$ cat src/rtl/seg_ea_pkg.sv
package seg_ea_pkg;
  typedef enum logic [2:0] {
    AM_REG, AM_IMM, AM_DIRECT, AM_INDIR, AM_BASED, AM_INDEXED, AM_BIDX, AM_BIDX_DISP
  } am_e;
  typedef enum logic [1:0] {RC_BX, RC_BP, RC_SI, RC_DI} rc_e;
  typedef enum logic [1:0] {SG_ES, SG_CS, SG_SS, SG_DS} sg_e;
endpackage

$ cat src/rtl/seg_ea_decode.sv
module seg_ea_decode import seg_ea_pkg::*; (
  input  logic [2:0] mode,
  input  logic [1:0] base_code,
  input  logic [1:0] idx_code,
  output logic       mem_ref,
  output logic       use_disp,
  output logic       use_base,
  output logic       use_idx,
  output logic       illegal,
  output logic       bp_based
);
  logic base_bad, idx_bad;
  assign base_bad = base_code[1];
  assign idx_bad  = !idx_code[1];

  always_comb begin
    mem_ref  = 1'b1;
    use_disp = 1'b0;
    use_base = 1'b0;
    use_idx  = 1'b0;
    illegal  = 1'b0;
    case (am_e'(mode))
      AM_REG, AM_IMM: mem_ref = 1'b0;
      AM_DIRECT:      use_disp = 1'b1;
      AM_INDIR:       use_base = 1'b1;
      AM_BASED: begin
        use_disp = 1'b1; use_base = 1'b1; illegal = base_bad;
      end
      AM_INDEXED: begin
        use_disp = 1'b1; use_idx = 1'b1; illegal = idx_bad;
      end
      AM_BIDX: begin
        use_base = 1'b1; use_idx = 1'b1; illegal = base_bad | idx_bad;
      end
      default: begin
        use_disp = 1'b1; use_base = 1'b1; use_idx = 1'b1;
        illegal = base_bad | idx_bad;
      end
    endcase
  end

  assign bp_based = use_base && (rc_e'(base_code) == RC_BP);
endmodule

$ cat src/rtl/seg_ea_sum.sv
module seg_ea_sum import seg_ea_pkg::*; #(
  parameter int ADDR_W   = 16,
  parameter int NARROW_W = 8
) (
  input  logic [ADDR_W-1:0] reg_bx,
  input  logic [ADDR_W-1:0] reg_bp,
  input  logic [ADDR_W-1:0] reg_si,
  input  logic [ADDR_W-1:0] reg_di,
  input  logic [1:0]        base_code,
  input  logic [1:0]        idx_code,
  input  logic              use_disp,
  input  logic              use_base,
  input  logic              use_idx,
  input  logic [ADDR_W-1:0] disp,
  input  logic              disp_wide,
  output logic [ADDR_W-1:0] offset
);
  logic [ADDR_W-1:0] disp_ext, base_val, idx_val;
  logic [ADDR_W-1:0] t_disp, t_base, t_idx;

  generate
    if (NARROW_W >= ADDR_W) begin : g_no_ext
      assign disp_ext = disp;
    end else begin : g_ext
      assign disp_ext = disp_wide ? disp
                      : {{(ADDR_W-NARROW_W){disp[NARROW_W-1]}}, disp[NARROW_W-1:0]};
    end
  endgenerate

  always_comb begin
    case (rc_e'(base_code))
      RC_BX:   base_val = reg_bx;
      RC_BP:   base_val = reg_bp;
      RC_SI:   base_val = reg_si;
      default: base_val = reg_di;
    endcase
    case (rc_e'(idx_code))
      RC_DI:   idx_val = reg_di;
      default: idx_val = reg_si;
    endcase
  end

  assign t_disp = use_disp ? disp_ext : '0;
  assign t_base = use_base ? base_val : '0;
  assign t_idx  = use_idx  ? idx_val  : '0;
  assign offset = t_disp + t_base + t_idx;
endmodule

$ cat src/rtl/seg_ea_segsel.sv
module seg_ea_segsel import seg_ea_pkg::*; #(
  parameter int ADDR_W    = 16,
  parameter int SEG_SHIFT = 4
) (
  input  logic [ADDR_W-1:0]           seg_es,
  input  logic [ADDR_W-1:0]           seg_cs,
  input  logic [ADDR_W-1:0]           seg_ss,
  input  logic [ADDR_W-1:0]           seg_ds,
  input  logic                        ovr_en,
  input  logic [1:0]                  ovr_sel,
  input  logic                        bp_based,
  input  logic [ADDR_W-1:0]           offset,
  output logic [1:0]                  seg_code,
  output logic [ADDR_W+SEG_SHIFT-1:0] phys
);
  localparam int PA_W = ADDR_W + SEG_SHIFT;
  logic [3:0][ADDR_W-1:0] seg_tab;
  logic [ADDR_W-1:0]      seg_val;

  assign seg_tab  = {seg_ds, seg_ss, seg_cs, seg_es};
  assign seg_code = ovr_en ? ovr_sel : (bp_based ? SG_SS : SG_DS);
  assign seg_val  = seg_tab[seg_code];
  assign phys     = (PA_W'(seg_val) << SEG_SHIFT) + PA_W'(offset);
endmodule

$ cat src/rtl/seg_ea_gen.sv
module seg_ea_gen import seg_ea_pkg::*; #(
  parameter int ADDR_W    = 16,
  parameter int SEG_SHIFT = 4,
  parameter int NARROW_W  = 8
) (
  input  logic                        clk,
  input  logic                        rst,
  input  logic                        req_valid,
  input  logic [2:0]                  mode,
  input  logic [1:0]                  base_code,
  input  logic [1:0]                  idx_code,
  input  logic [ADDR_W-1:0]           disp,
  input  logic                        disp_wide,
  input  logic [ADDR_W-1:0]           reg_bx,
  input  logic [ADDR_W-1:0]           reg_bp,
  input  logic [ADDR_W-1:0]           reg_si,
  input  logic [ADDR_W-1:0]           reg_di,
  input  logic [ADDR_W-1:0]           seg_es,
  input  logic [ADDR_W-1:0]           seg_cs,
  input  logic [ADDR_W-1:0]           seg_ss,
  input  logic [ADDR_W-1:0]           seg_ds,
  input  logic                        ovr_en,
  input  logic [1:0]                  ovr_sel,
  output logic [ADDR_W-1:0]           ea,
  output logic [ADDR_W+SEG_SHIFT-1:0] pa,
  output logic [1:0]                  seg_used,
  output logic                        addr_valid,
  output logic                        addr_err
);
  localparam int PA_W = ADDR_W + SEG_SHIFT;

  logic              mem_ref, use_disp, use_base, use_idx, illegal, bp_based;
  logic [ADDR_W-1:0] offset_c;
  logic [PA_W-1:0]   phys_c;
  logic [1:0]        seg_c;
  logic              accept;

  seg_ea_decode u_dec (
    .mode(mode), .base_code(base_code), .idx_code(idx_code),
    .mem_ref(mem_ref), .use_disp(use_disp), .use_base(use_base),
    .use_idx(use_idx), .illegal(illegal), .bp_based(bp_based)
  );

  seg_ea_sum #(.ADDR_W(ADDR_W), .NARROW_W(NARROW_W)) u_sum (
    .reg_bx(reg_bx), .reg_bp(reg_bp), .reg_si(reg_si), .reg_di(reg_di),
    .base_code(base_code), .idx_code(idx_code),
    .use_disp(use_disp), .use_base(use_base), .use_idx(use_idx),
    .disp(disp), .disp_wide(disp_wide), .offset(offset_c)
  );

  seg_ea_segsel #(.ADDR_W(ADDR_W), .SEG_SHIFT(SEG_SHIFT)) u_seg (
    .seg_es(seg_es), .seg_cs(seg_cs), .seg_ss(seg_ss), .seg_ds(seg_ds),
    .ovr_en(ovr_en), .ovr_sel(ovr_sel), .bp_based(bp_based),
    .offset(offset_c), .seg_code(seg_c), .phys(phys_c)
  );

  assign accept = req_valid && mem_ref && !illegal;

  always_ff @(posedge clk) begin
    if (rst) begin
      addr_valid <= 1'b0;
      addr_err   <= 1'b0;
      ea         <= '0;
      pa         <= '0;
      seg_used   <= SG_DS;
    end else begin
      addr_valid <= accept;
      addr_err   <= req_valid && mem_ref && illegal;
      if (accept) begin
        ea       <= offset_c;
        pa       <= phys_c;
        seg_used <= seg_c;
      end
    end
  end
endmodule

$ cat config.mk
export PLATFORM = sky130hd
export DESIGN_NAME = seg_ea_gen
export DESIGN_NICKNAME = d
export VERILOG_FILES = /design/src/rtl/seg_ea_pkg.sv /design/src/rtl/seg_ea_decode.sv /design/src/rtl/seg_ea_sum.sv /design/src/rtl/seg_ea_segsel.sv /design/src/rtl/seg_ea_gen.sv
export SDC_FILE = /design/constraint.sdc
export NUM_CORES = 1
export LEC_CHECK = 0
export BUFFER_PORTS_ARGS = -buffer_cell sky130_fd_sc_hd__clkbuf_2
export CORE_ASPECT_RATIO = 0.6
export CORE_UTILIZATION = 44
export CTS_CLUSTER_DIAMETER = 50
export DETAILED_ROUTE_END_ITERATION = 8
export GPL_TIMING_DRIVEN = 0
export PLACE_DENSITY = 0.78
export SYNTH_ARGS = -nofsm -noshare
export SYNTH_HDL_FRONTEND = slang
export SYNTH_SLANG_ARGS = --single-unit
$ cat constraint.sdc
create_clock -name clk -period 5.71 [get_ports clk]
set_clock_uncertainty 0.2 [all_clocks]
set_input_delay 0.571 -clock clk [delete_from_list [all_inputs] [get_ports clk]]
set_output_delay 0.571 -clock clk [all_outputs]
set_load 0.01 [all_outputs]
==> impl_metrics.tcl <==
set metrics [dict create \
    maxCapViolations 0 \
    mostFrequentLayoutCells "clkbuf_2, nand2_1, a21oi_1, dfxtp_1, inv_1" \
    cpPeakStageDelay_ns 0.47 \
    synthXorXnorAreaFrac_pct 5.668 \
    cpMaxStageDelayCell "fa_1" \
    crit_fanout 10 \
    tightest_slew_ns 0.8030 \
    min_path_type "reg -> reg" \
    synthSimpleGateAreaFrac_pct 22.04 \
    timing.slew.headroom_pct 46.11 \
    ctsHoldBuffers 0 \
    synthAdderAreaFrac_pct 15.33 \
    grt_setup_unrepaired "false" \
    async_flop_share_pct 0 \
    rr_worst_depth 3 \
    synth.yosys.seq_area_share_pct 16.66 \
    yosysWarnings 0 \
    syn-num-nets 732 \
    p_leak_nw 2.876 \
    drt_wl_total_um 13870 \
    synth_top_family_by_area "simple AND/OR/NAND/NOR gates" \
    holdWs_ns 0.2543 \
    synth_seq_cells 36 \
    worstHoldPathCells 2 \
    place_ws_ns -0.8820 \
    syn_inst 532 \
    critPathTopFamily "compound AO/OA/AOI/OAI gates" \
    vias 4704 \
    dieArea_um2 10250 \
    stdcell_area_um2 5771 \
    ant_nets 0 \
    critPathBufInv 4 \
    layout_setup_ws_ns 0.2263 \
    dr.pass1.iters 5 \
    wl_per_cell_um 15.94 \
    start_kind "input pin" \
    track_usage_pct 27.50 \
    synth_edf_count 0 \
    grt_pass1_vias 4522 \
    hold_violations 0 \
    critPathKind "in -> reg" \
    cp.required_ns 5.66 \
    arrival_ns 5.44 \
    r2r_setup_slack_ns 4.65 \
    syn_avg_cell_area_um2 8.133 \
    synthFlopType "dfxtp_1" \
    final_common_cell "clkbuf_2" \
    gp_congestion 0.9179 \
    end_kind "flop" \
    die_h_um 78.81 \
    num_antenna_cells 0 \
    drive_above_1_share_pct 37.43 \
    tritoncts "built" \
    grt_max_degree 18 \
    setup_violations 0 \
    powerDensity_nw_per_um2 258.3 \
    std_cell_rows 27 \
    first_iter_violations 263 \
    status "complete, no violations" \
    clkSlewWorstSetupHoldPaths_ns 0.06 \
    overflow 0 \
    clock_sinks 36 \
    r2r-end "pa[19]" \
    synthMuxAreaShare_pct 17.52 \
    drc 0 \
    routed_via_density 5.407 \
    synth_cell_types 55 \
    fin_crit_ns 5.484 \
    hp-start "ea[4]" \
    coreArea_um2 9358 \
    fmax_mhz 182.4 \
    tns_ns 0 \
    slew_violations 0 \
    die_width_um 130.0 \
    cts-root-buf "clkbuf_16" \
    htree_num_levels 2 \
    synth_compound_area_share_pct 16.69 \
    worstHoldEndpoint "ea[4]" \
    ir_drop_mv 0.1514 \
    ioPinCount 198 \
    nets 939 \
    area_delta_synth_final_pct 33.37 \
    grt_pass1_wl_um 21750 \
    cp_cell_sequence "clkbuf_2 > nand2b_1 > xnor2_2 > buf_4 > nand2_1 > fa_1 > inv_1 > ha_1 > inv_1 > fa_1 > nor2b_2 > o21a_1 > nor2_1 > xnor2_2 > ha_1 > a21o_1 > a21oi_2 > o21bai_1 > a21oi_2 > nor2b_1 > a221o_1 > a31o_2 > a2111oi_4 > a221oi_1" \
    r2r-start "pa[19]" \
    hpwl_um 11920 \
    port_buffers 193 \
    max-clock-path-buffers 2 \
    antenna_found_initial 0 \
    clock_latency_ns 0.29 \
    finalCoreUtilization_pct 61.67 \
    post-route-period-util_pct 96.04 \
    initial_utilization_pct 46.24 \
    cts_made_buffers 5 \
    placed_cell_area_um2 5459 \
    netlist_area_um2 4327 \
]
power breakdown:
group	switching [W]	total [W]	internal [W]	leakage [nW]
logic	0.000498	0.000906	0.000408	2.51
registers	0.0000210	0.000309	0.000288	0.295
clock network	0.000114	0.000275	0.000161	0.0736
registers in the layout, indices dropped and copies added (netlist names):
name,cells
ea,16
seg_used,2
addr_valid,1
pa,16
addr_err,1
routing by layer:
layer	vias to the layer above	wire (µm)	GRT usage (%)
met5	-	0	0
met4	0	76	3.488
met3	11	1054	5.526
met2	193	6331	44.89
met1	2222	6409	38.36
li1	2278	-	-
worst min-delay path: stages, from the launching register on:
cell	delay, ns
dfxtp_1	0.31
nand2_1	0.05
a21oi_1	0.05
logic make-up (layout without fill, tap and decap cells):
kind of cell | count (synthesis) | count (layout)
and+or+nand+nor | 215 | 215
muxes | 38 | 38
buffers and inverters | 63 | 271
AOI/OAI and AO/OA | 109 | 109
xor gates and xnor gates | 28 | 28
adders and majority gates | 43 | 43
DFF | 36 | 36
metrics by stage:
stage | total power, W | std cells
2_1_floorplan | 0.0009196 | 532
3_3_place_gp | 0.001135 | 855
3_5_place_dp | 0.001156 | 855
4_1_cts | 0.001449 | 863
5_1_grt | 0.001608 | 870
6_report | 0.001491 | 870
repair_timing:
item                                    CTS  global route
resized for setup                        15            18
endpoints found under the setup margin    9             8
buffers inserted                          1             9
pin swaps                                 2             6
worst max-delay path by stage:
stage,slack (ns),from,end,cells after the start
after floorplan,0.03,base_code[0],pa[19],23
after global placement,-0.71,mode[0],pa[19],24
after detailed placement,-0.88,mode[0],pa[19],24
after CTS,0.01,base_code[1],pa[19],23
after global routing,0.01,idx_code[1],pa[16],23
final,0.23,mode[0],pa[19],24
Yosys cell counts, types with 2 or more instances:
cell type / count / share of area (%)
a2111oi_2: 2 / 0.69
a211oi_1: 12 / 2.1
a21o_1: 8 / 1.4
a21oi_1: 49 / 5.7
a31o_2: 3 / 0.61
a31oi_1: 3 / 0.43
and2_1: 12 / 1.7
and3_1: 4 / 0.58
buf_1: 4 / 0.35
buf_2: 4 / 0.46
buf_4: 4 / 0.69
clkbuf_1: 20 / 1.7
dfxtp_1: 36 / 17
fa_1: 17 / 7.9
ha_1: 25 / 7.2
inv_1: 30 / 2.6
mux2_2: 2 / 0.52
mux2i_1: 6 / 1.4
mux4_1: 2 / 1.2
mux4_2: 27 / 14
nand2_1: 135 / 12
nand2b_1: 6 / 0.87
nand3_1: 3 / 0.35
nand3b_1: 3 / 0.52
nand4_1: 2 / 0.29
nor2_1: 25 / 2.2
nor2b_1: 6 / 0.87
nor3_1: 6 / 0.69
nor3b_1: 4 / 0.69
o2111ai_1: 2 / 0.40
o211ai_1: 3 / 0.52
o21a_1: 3 / 0.52
o21ai_0: 10 / 1.2
o21bai_1: 3 / 0.52
o22ai_1: 2 / 0.29
or2_2: 2 / 0.29
or3_1: 3 / 0.43
xnor2_1: 22 / 4.5
xor2_1: 6 / 1.2
area by class of cell:
type / instances / area [µm²]
Clock buffer: 5 / 125.1
Buffer: 30 / 177.7
Timing Repair Buffer: 203 / 1041
Clock inverter: 3 / 18.77
Tap cell: 130 / 162.7
Multi-Input combinational cell: 433 / 3412
Fill cell: 866 / 3587
Inverter: 30 / 112.6
Sequential cell: 36 / 720.7
No activity file was read; power rests on OpenSTA's default activity.
